[config.mk]
export PLATFORM = sky130hd
export DESIGN_NAME = svpwm_gate_gen
export DESIGN_NICKNAME = d
export VERILOG_FILES = /design/src/rtl/svg_pkg.sv /design/src/rtl/svg_carrier.sv /design/src/rtl/svg_thresh.sv /design/src/rtl/svg_deadband.sv /design/src/rtl/svpwm_gate_gen.sv
export SDC_FILE = /design/constraint.sdc
export NUM_CORES = 1
export LEC_CHECK = 0
export BUFFER_PORTS_ARGS = -buffer_cell sky130_fd_sc_hd__buf_2
export CAP_MARGIN = 20
export CORE_MARGIN = 2
export CORE_UTILIZATION = 62
export CTS_CLUSTER_SIZE = 10
export DETAILED_ROUTE_END_ITERATION = 7
export PLACE_DENSITY = 0.89
export SYNTH_ARGS = -nofsm -noshare
export SYNTH_HDL_FRONTEND = slang
export SYNTH_SLANG_ARGS = --single-unit
[constraint.sdc]
create_clock -name clk -period 4.4 [get_ports clk]
set_input_delay 0.88 -clock clk [delete_from_list [all_inputs] [get_ports clk]]
set_output_delay 0.88 -clock clk [all_outputs]
set_load 0.01 [all_outputs]
[src/rtl/svg_pkg.sv]
package svg_pkg;

    localparam int unsigned NLEG = 3;

    typedef enum logic [1:0] {
        LEG_A = 2'd0,
        LEG_B = 2'd1,
        LEG_C = 2'd2
    } leg_e;

    // Order in which legs rise during the up-count of the carrier
    typedef struct packed {
        leg_e first;
        leg_e second;
        leg_e last;
    } leg_order_t;

    function automatic logic sector_ok(input logic [2:0] s);
        return (s >= 3'd1) && (s <= 3'd6);
    endfunction

    function automatic leg_order_t sector_order(input logic [2:0] s);
        leg_order_t o;
        case (s)
            3'd1:    o = '{LEG_A, LEG_B, LEG_C};
            3'd2:    o = '{LEG_B, LEG_A, LEG_C};
            3'd3:    o = '{LEG_B, LEG_C, LEG_A};
            3'd4:    o = '{LEG_C, LEG_B, LEG_A};
            3'd5:    o = '{LEG_C, LEG_A, LEG_B};
            3'd6:    o = '{LEG_A, LEG_C, LEG_B};
            default: o = '{LEG_A, LEG_B, LEG_C};
        endcase
        return o;
    endfunction

endpackage

[src/rtl/svg_carrier.sv]
module svg_carrier #(
    parameter int unsigned CNT_W = 12
) (
    input  logic             clk,
    input  logic             rst,
    input  logic             en,
    input  logic [CNT_W-1:0] half_in,
    output logic [CNT_W-1:0] cnt,
    output logic [CNT_W-1:0] half_q,
    output logic             at_zero
);
    logic             up_q;
    logic [CNT_W-1:0] half_eff;

    assign at_zero  = en && (cnt == '0);
    assign half_eff = (cnt == '0) ? half_in : half_q;

    always_ff @(posedge clk) begin
        if (rst || !en) begin
            cnt    <= '0;
            up_q   <= 1'b1;
            half_q <= '0;
        end else if (up_q) begin
            cnt <= cnt + CNT_W'(1);
            if (cnt + CNT_W'(1) == half_eff) up_q <= 1'b0;
            if (cnt == '0) half_q <= half_in;
        end else begin
            cnt <= cnt - CNT_W'(1);
            if (cnt == CNT_W'(1)) up_q <= 1'b1;
        end
    end
endmodule

[src/rtl/svg_thresh.sv]
module svg_thresh
    import svg_pkg::*;
#(
    parameter int unsigned CNT_W = 12,
    localparam int unsigned TH_W = CNT_W + 2
) (
    input  logic [2:0]                 sector,
    input  logic [CNT_W-1:0]           t1,
    input  logic [CNT_W-1:0]           t2,
    input  logic [CNT_W-1:0]           t0,
    output logic [NLEG-1:0][TH_W-1:0]  th,
    output logic                       valid
);
    leg_order_t      ord;
    logic [TH_W-1:0] z, mid, fin;

    always_comb begin
        ord   = sector_order(sector);
        valid = sector_ok(sector);
        z     = TH_W'(t0 >> 1);
        mid   = z + TH_W'(sector[0] ? t1 : t2);
        fin   = z + TH_W'(t1) + TH_W'(t2);
        th    = '0;
        th[ord.first]  = z;
        th[ord.second] = mid;
        th[ord.last]   = fin;
    end
endmodule

[src/rtl/svg_deadband.sv]
module svg_deadband #(
    parameter int unsigned DT_W = 10
) (
    input  logic            clk,
    input  logic            rst,
    input  logic            en,
    input  logic            ideal,
    input  logic [DT_W-1:0] dt,
    output logic            hi,
    output logic            lo
);
    logic            ideal_q;
    logic [DT_W-1:0] stable_q;

    always_ff @(posedge clk) begin
        if (rst || !en) begin
            ideal_q  <= 1'b0;
            stable_q <= '0;
            hi       <= 1'b0;
            lo       <= 1'b0;
        end else begin
            ideal_q <= ideal;
            if (ideal != ideal_q)    stable_q <= '0;
            else if (stable_q != '1) stable_q <= stable_q + DT_W'(1);
            hi <= ideal_q  && (stable_q >= dt);
            lo <= !ideal_q && (stable_q >= dt);
        end
    end
endmodule

[src/rtl/svpwm_gate_gen.sv]
module svpwm_gate_gen
    import svg_pkg::*;
#(
    parameter int unsigned CNT_W = 12,
    parameter int unsigned DT_W  = 10
) (
    input  logic             clk,
    input  logic             rst,
    input  logic             en,
    input  logic [2:0]       sector,
    input  logic [CNT_W-1:0] dwell_t1,
    input  logic [CNT_W-1:0] dwell_t2,
    input  logic [CNT_W-1:0] dwell_t0,
    input  logic [CNT_W-1:0] half_period,
    input  logic [DT_W-1:0]  dead_time,
    output logic [2:0]       gate_hi,
    output logic [2:0]       gate_lo,
    output logic             period_start
);
    localparam int unsigned TH_W = CNT_W + 2;

    logic [CNT_W-1:0]          carrier_cnt;
    logic [CNT_W-1:0]          carrier_half;
    logic                      at_zero;
    logic [NLEG-1:0][TH_W-1:0] th_next, th_q;
    logic                      valid_next, valid_q;
    logic [DT_W-1:0]           dt_q;
    logic [NLEG-1:0]           ideal;

    svg_carrier #(.CNT_W(CNT_W)) u_carrier (
        .clk(clk), .rst(rst), .en(en), .half_in(half_period),
        .cnt(carrier_cnt), .half_q(carrier_half), .at_zero(at_zero)
    );

    svg_thresh #(.CNT_W(CNT_W)) u_thresh (
        .sector(sector), .t1(dwell_t1), .t2(dwell_t2), .t0(dwell_t0),
        .th(th_next), .valid(valid_next)
    );

    // Shadow registers: new settings only at the carrier zero point
    always_ff @(posedge clk) begin
        if (rst) begin
            th_q         <= '1;
            valid_q      <= 1'b0;
            dt_q         <= '0;
            period_start <= 1'b0;
        end else begin
            period_start <= at_zero;
            if (at_zero) begin
                th_q    <= th_next;
                valid_q <= valid_next;
                dt_q    <= dead_time;
            end
        end
    end

    for (genvar g = 0; g < NLEG; g++) begin : g_leg
        assign ideal[g] = en && valid_q && (TH_W'(carrier_cnt) >= th_q[g]);

        svg_deadband #(.DT_W(DT_W)) u_db (
            .clk(clk), .rst(rst), .en(en), .ideal(ideal[g]), .dt(dt_q),
            .hi(gate_hi[g]), .lo(gate_lo[g])
        );
    end
endmodule

# --- Word-level counts from Yosys, hierarchy flattened ---
# Cells that the tools add are included.
classes:
  order_cmp: 14
  muxes: 15
  add_sub_neg: 8
  bitwise_logic: 1
  n_eq_ne: 13
  n_reduce_logical: 24
ops:
  columns: ["cell", "count"]
  rows:
  - ["$bwmux 42", 2]
  - ["$demux 14 s2", 3]
  - ["$and 39x42->42", 1]
  - ["$ge 12x14->1", 3]
  - ["$mux 14", 3]
  - ["$mux 12", 3]
  - ["$add 10x1->10 const B", 3]
  - ["$ge 10x10->1", 3]
  - ["$ne 10x10->1 const B", 3]
  - ["$pmux 6 s5", 1]
  - ["$logic_and 1x1->1", 15]
  - ["$add 11x14->14", 1]
  - ["$add 14x12->14", 1]
  - ["$add 11x12->13", 1]
  - ["$add 12x1->12 const B", 1]
  - ["$eq 12x1->1 const B", 1]
  - ["$eq 12x12->1", 1]
  - ["$logic_not 12->1", 1]
  - ["$sub 12x1->12 const B", 1]
  - ["$eq 3x3->1 const B", 3]
  - ["$lt 2x3->1 const B", 3]
  - ["$eq 3x2->1 const B", 2]
  - ["$ge 2x1->1 const B", 3]
  - ["$reduce_or 2->1", 3]
  - ["other kinds (6)", 13]
word_totals:
  out_inout_bits: 7
  regBits: 118
  in_bits: 64
  word_cells: 96

# --- Longest topological paths before layout ---
# Gate-level depths: netlist of the first run.
logic_depth:
  word_depth: 9
  ltp_mapped: 16
  depth_no_buf: 16

# --- Hierarchy ---
# From an unflattened synthesis of the first run, not the netlist that was laid out.
hier_totals:
  hier_cells: 1134
  area_unflattened_um2: 9434.0
modules_own_cells:
  columns: ["module", "instances", "cells_each", "seq_area_each_um2", "area_per_inst_um2"]
  rows:
  - ["svpwm_gate_gen", 1, 305, 1081.0, 2857.7]
  - ["svg_deadband", 3, 93, 260.2, 808.3]
  - ["svg_thresh", 1, 324, 0.0, 2399.8]
  - ["svg_carrier", 1, 226, 500.5, 1751.7]

# --- Least setup slack after synthesis of the first run ---
# Ideal clock, no wire load.
synth_path:
  path_type: "input-to-reg"
  from: "input sector[0]"
  to: "register th_q[24] in the netlist's numbering"
  slack_ns: 0.396
  path_stages: 13
  t_required_ns: 4.278
  t_arrival_ns: 3.883
  setup_time_ns: 0.122
  path_buffers: 3
  path_cell_list: "clkbuf_1 -> clkbuf_1 -> clkbuf_1 -> mux2_2 -> ha_1 -> nor2b_1 -> o31a_1 -> o31a_1 -> o22ai_1 -> xnor2_1 -> nand2b_1 -> o2111ai_1 -> o311a_1"
synth_via:
  elab_chain_len: 9
  word_cells_on_any_way: 26
  cone_classes: "1 x add/sub; 6 x order compare; 5 x eq/ne; 10 x mux; 1 x bitwise; 3 x reduce/logical"
synth_lines:
  columns: ["element", "line_no", "text"]
  rows:
  - ["from (decl)", "svpwm_gate_gen.sv:10", "input logic [2:0] sector,"]
  - ["$eq 3x3->1 / $eq 3x2->1 (equally long branches)", "svg_pkg.sv:24", "case (s)"]
  - ["$pmux 6 s5", "svg_pkg.sv:24", null]
  - ["$lt 2x3->1 (not written as such) / $ge 2x1->1 (equally long branches)", "svg_thresh.sv:24", "th[ord.first] = z;"]
  - ["$logic_and 1x1->1 (not written as such)", "svg_thresh.sv:24", null]
  - ["$mux 14 (not written as such)", "svg_thresh.sv:24", null]
  - ["$demux 14 s2", null, null]
  - ["$and 39x42->42 (no line)", null, null]
  - ["$bwmux 42", "svg_thresh.sv:25", "th[ord.second] = mid;"]
  - ["$bwmux 42 *", "svg_thresh.sv:26", "th[ord.last] = fin;"]
  - ["to (signal assigned)", "svpwm_gate_gen.sv:50", "th_q <= th_next;"]
  - ["to (decl)", "svpwm_gate_gen.sv:25", "logic [NLEG-1:0][TH_W-1:0] th_next, th_q;"]
# Mark *: on every way between the ends. The rest lies on a longest branch, timed or not.
# A chain may end at the register's enable or synchronous reset.

# --- Worst setup path in the final report of the first run ---
layout_path:
  from: "input dwell_t0[1]"
  to: "register th_q[22] in the netlist's numbering"
layout_via:
  elab_chain_len: 3
  word_cells_on_any_way: 5
  cone_classes: "3 x add/sub; 2 x mux"
layout_lines:
  columns: ["element", "line_no", "text"]
  rows:
  - ["from (decl)", "svpwm_gate_gen.sv:13", "input logic [CNT_W-1:0] dwell_t0,"]
  - ["$add 11x12->13 / $add 11x14->14 (equally long branches)", "svg_thresh.sv:22, svg_thresh.sv:21", null]
  - ["$add 14x12->14 / $bwmux 42 (equally long branches)", "svg_thresh.sv:22, svg_thresh.sv:25", null]
  - ["$bwmux 42 *", "svg_thresh.sv:26", null]
# Marks and branches as above.

==> run metrics, run 1 <==
n_diodes=0; PortBufs=69; clk_skew=0.00832 ns; relative slew slack=36.1%; Tcrit/Tclk final=89.4%; slowest CP cell=fa_1; crit path DAT=4.25 ns; initial antenna violation count=0; area of the multi-input gates=6240 µm²; Final Routed Wirelength=23.3 mm; Post-Synth Adder-Cell Area=15.2%; Max Clock Freq=254 MHz; crit start category=input pin; Syn Area/Cell=8.14 µm²; CP required=4.72 ns; Post-DRT Antenna Nets=0; first-pass GRT wire length=38.8 mm; Hold Vio Cnt, Final=0; Area Growth Syn to Fin=10.8%; Vias/cell=6.42; maximum buffer depth of the clock tree=2; layout cells sized above 1=12.2%; RePlAce Congestion=0.915; Total GRT Usage=29.7%; vias in the first global route=8254; most instantiated cells after synthesis=dfxtp_1, ha_1, nand2_1, a21oi_1, nor2_1; Simple-Gate Fraction of Synth Area=17.2%; result of the run=complete, no violations; xor/xnor share of the synthesized area=7.37%; share of the synthesized area in the top cell type=25.8%; leakage=4.64 nW; DRT iter0 DRCs=910; total CTS buffers=17; Setup crit end kind=flop; H-tree levels=4; Setup TNS=0 ns; Min-Delay Path Class=flop to flop; Clock Sinks=118; largest net degree at the start of global routing=56; register bit total from synthesis=118; CORE AREA=14500 µm²; top_reg_cell synth=dfxtp_1; site row count=44; crit-path max FO=5; maxcap violations=0; RSZ-0062 raised after global routing=false; NumNets Final=1344; Clk Latency, worst-skew pair=0.43 ns; Starting Density=63.2%; cell taking the most area after synthesis=dfxtp_1; Final Max Tran Viols=0; pre-CTS setup slack=-0.00810 ns; post-detail-place hpwl=16.6 mm; power density cells=348 nW/µm²; grt ovf=0; Post-synth EDFFs=0; Syn Std Cell Area=9150 µm²; total iterations of the first detailed-routing run=7; die height=125 µm; complex-gate fraction of the synthesized area=24.6%; drc violations=0; Seq. cell area=2360 µm²; Critical Setup Path Class=input pin to flop; vias=8782; Die ar.=15700 µm²; Synth warnings=0; IO Pins=71; Slew @ Worst Pin=0.957 ns; FFs w/ async S/R, synth=0%; cells after synthesis=1124; clock-pin slew on the worst setup and hold paths=0.06 ns; critical path cell sequence=buf_2 -> ha_1 -> inv_1 -> fa_1 -> nor2b_1 -> o31a_1 -> o31a_1 -> a21oi_1 -> ha_1 -> a2111oi_1 -> o21ai_0 -> a21oi_1 -> buf_4 -> xnor2_1 -> o22ai_1 -> a21oi_1 -> o21ai_0 -> o31a_1; Synth cell types=74; clock root cell=clkbuf_16; Synth area leaders=dfxtp_1, ha_1, a21oi_1, xnor2_1, nand2_1; mux cell area share after synthesis=3.91%; register area share after synthesis=25.8%; syn_nets=1297; Worst VDD drop=0.000301 V; minimum clock period=3.93 ns; Wirelength per Cell=17.0 µm; FILL cells=1090; Worst Slack Setup Final=0.468 ns; top-count cell post-synth=dfxtp_1; crit-path max cell delay=0.39 ns; Final setup viols=0; CTS tree=done; main combinational cell family by area after synthesis=compound AO/OA/AOI/OAI gates; Die Wd=125 µm
[power by group]
part	internal [mW]	leakage [nW]	total, mW	switching, mW
clock	0.845	0.280	1.38	0.531
sequential	1.14	0.967	1.19	0.0481
combinational	0.404	3.39	0.964	0.560
[metal layers]
layer	track usage, %	vias to the layer above	routed length (µm)
met5	0	-	0
met4	14.6	0	943
met3	4.96	90	1590
met2	48.2	425	10800
met1	38.3	4063	9960
li1	-	4204	-
[critical path: cells and delay by family]
kind                     cells  cell delay [ns]
AO/OA/AOI/OAI               10             1.82
XOR/XNOR                     1             0.20
adder cells (fa/ha/maj)      3             0.81
buffers and inverters        3             0.35
AND/OR/NAND/NOR              1             0.19
[what timing repair did]
action	in CTS	in global routing
hold buffers	0	0
buffers inserted	0	0
setup endpoints to repair	0	4
gates resized for setup	0	1
[logic make-up (layout without fill, tap and decap cells)]
logic type,count (synthesis),after routing
mux,34,34
xor+xnor,77,77
simple gates,323,323
flops,118,118
buf+inv,125,185
fa+ha+maj,109,109
compound gates,338,338
[stage by stage]
stage,area [µm²],cells,power (mW),hold WS (ns),util [%]
CTS,10100,1368,3.52,0.454,70.0
finish,10100,1368,3.53,0.452,70.0
detailed placement,9540,1336,2.14,0.447,65.9
floorplan,9150,1124,1.89,0.421,-
global placement,9540,1336,2.10,0.441,65.9
global route,10100,1368,3.70,0.471,70.0
[layout by cell type, fill, tap and decap left out, types with 38 or more instances in the layout]
cell     count
dfxtp_1    118
ha_1       106
nand2_1     98
a21oi_1     97
nor2_1      78
inv_1       70
buf_2       69
xnor2_1     53
o21ai_0     53
nand3_1     38
[sequential cells by signal, summed over array words and instances (netlist names)]
register	cells
dt_q	10
g_leg.u_db.hi	3
g_leg.u_db.ideal_q	3
g_leg.u_db.lo	3
g_leg.u_db.stable_q	30
period_start	1
th_q	42
u_carrier.cnt	12
u_carrier.half_q	12
u_carrier.up_q	1
valid_q	1
[final cells by class]
| class | instances | share of cell area, % |
|---|---|---|
| clock buffer | 21 | 4.74 |
| clock inverter | 11 | 1.11 |
| timing repair buffer | 82 | 4.37 |
| tap | 184 | 2.27 |
| inverter | 71 | 2.63 |
| sequential | 118 | 23.3 |
| multi-input combinational | 881 | 61.6 |
[final timing paths]
| path | cells after the start | to | slack [ns] | from |
|---|---|---|---|---|
| hold reg to reg | 2 | u_carrier.half_q[3] | 0.45 | u_carrier.half_q[3] |
| setup reg to reg | 7 | g_leg[1].u_db.stable_q[1] | 1.13 | u_carrier.cnt[7] |
| hold / removal | 2 | u_carrier.half_q[3] | 0.45 | u_carrier.half_q[3] |
| setup / recovery | 18 | th_q[22] | 0.47 | dwell_t0[1] |
(Power assumes the default switching activity.)
==> inputs of run 2 (changes only) <==
--- a/config.mk
+++ b/config.mk
@@ -12,6 +12,7 @@
 export CTS_CLUSTER_SIZE = 10
 export DETAILED_ROUTE_END_ITERATION = 7
 export PLACE_DENSITY = 0.89
+export RECOVER_POWER = 50
 export SYNTH_ARGS = -nofsm -noshare
 export SYNTH_HDL_FRONTEND = slang
 export SYNTH_SLANG_ARGS = --single-unit
==> run 2 against run 1 <==
Effect of this change:
- the run now ends with capacitance limit, slew limit left
- routed wire length about the same
- critical endpoint is now th_q[20]
- utilization fell by 0.32 points
- critical path depth decreased by 11
- largest power group unchanged
- combinational power about the same
- die area unchanged
==> run metrics, run 2 (synthesis results as in run 1) <==
maxcap violations=2; Vias/cell=6.42; total CTS buffers=17; Min-Delay Path Class=flop to flop; Finished Layout Cells=1368; Slew @ Worst Pin=2.34 ns; Min Hold Slack=0.452 ns; Final Max Tran Viols=106; drc violations=0; site row count=44; Critical Setup Path Class=flop to flop; crit-path max cell delay=1.12 ns; Wirelength per Cell=17.0 µm; Worst VDD drop=0.000302 V; Starting Density=63.2%; first-pass GRT wire length=38.8 mm; largest net degree at the start of global routing=56; hold_buf cts=0; total iterations of the first detailed-routing run=6; Worst Path Buf+Inv=1; H-tree levels=4; Total GRT Usage=29.7%; Final setup viols=0; DRT iter0 DRCs=1027; Clock Sinks=118; Die ar.=15700 µm²; grt ovf=0; Max Clock Freq=246 MHz; Setup TNS=0 ns; Final Routed Wirelength=23.3 mm; PostCTS Resize Cnt=0; dpl cells=1336; RSZ-0062 raised after global routing=false; layout cells sized above 1=11.1%; Final Util=69.7%; post-detail-place hpwl=16.6 mm; initial antenna violation count=0; most frequent cells in the layout=dfxtp_1, ha_1, nand2_1, a21oi_1, nor2_1; critical path cell sequence=or3_1 -> nor3_1 -> nor2b_4 -> buf_4 -> nand2_1 -> o32ai_1 -> a211o_1; Tcrit/Tclk final=92.3%; n_diodes=0; clk_skew=0.00997 ns; maximum buffer depth of the clock tree=2; minimum clock period=4.06 ns; Setup Buffers After CTS=0; IO Pins=71; RePlAce Congestion=0.915; slowest CP cell=nand2_1; post-route cell area=10100 µm²; clock root cell=clkbuf_16; power density cells=350 nW/µm²; crit-path max FO=55; CTS tree=done; CORE AREA=14500 µm²; crit path DAT=4.42 ns; leakage=4.60 nW; largest reg by FF count=th_q; placed cell area=9540 µm²; Hold Vio Cnt, Final=0; most common cell after layout, fill and taps aside=dfxtp_1; crit start category=flop; Post-DRT Antenna Nets=0; max reg flops=42; Clk Latency, worst-skew pair=0.43 ns; vias in the first global route=8254; die height=125 µm; CP required=4.76 ns; failing checks=capacitance limit, slew limit; result of the run=finished, violations left; NumNets Final=1344; vias=8785; relative slew slack=-56.1%; clock-pin slew on the worst setup and hold paths=0.06 ns; Setup crit end kind=flop; delay-heaviest family, CP=simple AND/OR/NAND/NOR gates; Die Wd=125 µm; Regs by FF count=th_q: 42 flops, g_leg.u_db.stable_q: 30 flops; PortBufs=69; Area Growth Syn to Fin=10.3%
[run 2: stage by stage]
stage	power, mW	setup WS (ns)
floorplan	1.89	0.396
global placement	2.10	0.106
detailed placement	2.14	-0.00810
CTS	3.52	0.415
global route	3.70	0.104
finish	3.53	0.338
[run 2: worst register-to-register path, delay by kind of cell, from the launching register on]
family / cells / cell delay, ns
AOI/OAI and AO/OA: 2 / 1.10
buffers and inverters: 1 / 0.32
DFF: 1 / 0.45
and+or+nand+nor: 4 / 2.13
[run 2: where the power goes]
group	switching (mW)	internal, mW	total [mW]
clock	0.534	0.845	1.38
sequential	0.0480	1.14	1.19
combinational	0.560	0.403	0.963
[run 2: worst paths after layout]
path,from,end,slack (ns),cells after the start
setup / recovery,u_carrier.cnt[7],th_q[20],0.34,7
hold reg to reg,u_carrier.half_q[8],u_carrier.half_q[8],0.45,2
hold / removal,u_carrier.half_q[8],u_carrier.half_q[8],0.45,2
setup reg to reg,u_carrier.cnt[7],th_q[20],0.34,7
[run 2: routing by layer]
metal	part of all wire [%]	track usage (%)
met1	43	38.3
met2	46	48.2
met3	7.0	4.96
met4	4.0	14.6
met5	0	0
[run 2: final cells by class]
cell class | count | area, µm²
Clock buffer | 21 | 480
Inverter | 71 | 267
Timing Repair Buffer | 82 | 429
Tap cell | 184 | 230
Multi-Input combinational cell | 881 | 6210
Fill cell | 1099 | 4390
Sequential cell | 118 | 2360
Clock inverter | 11 | 113
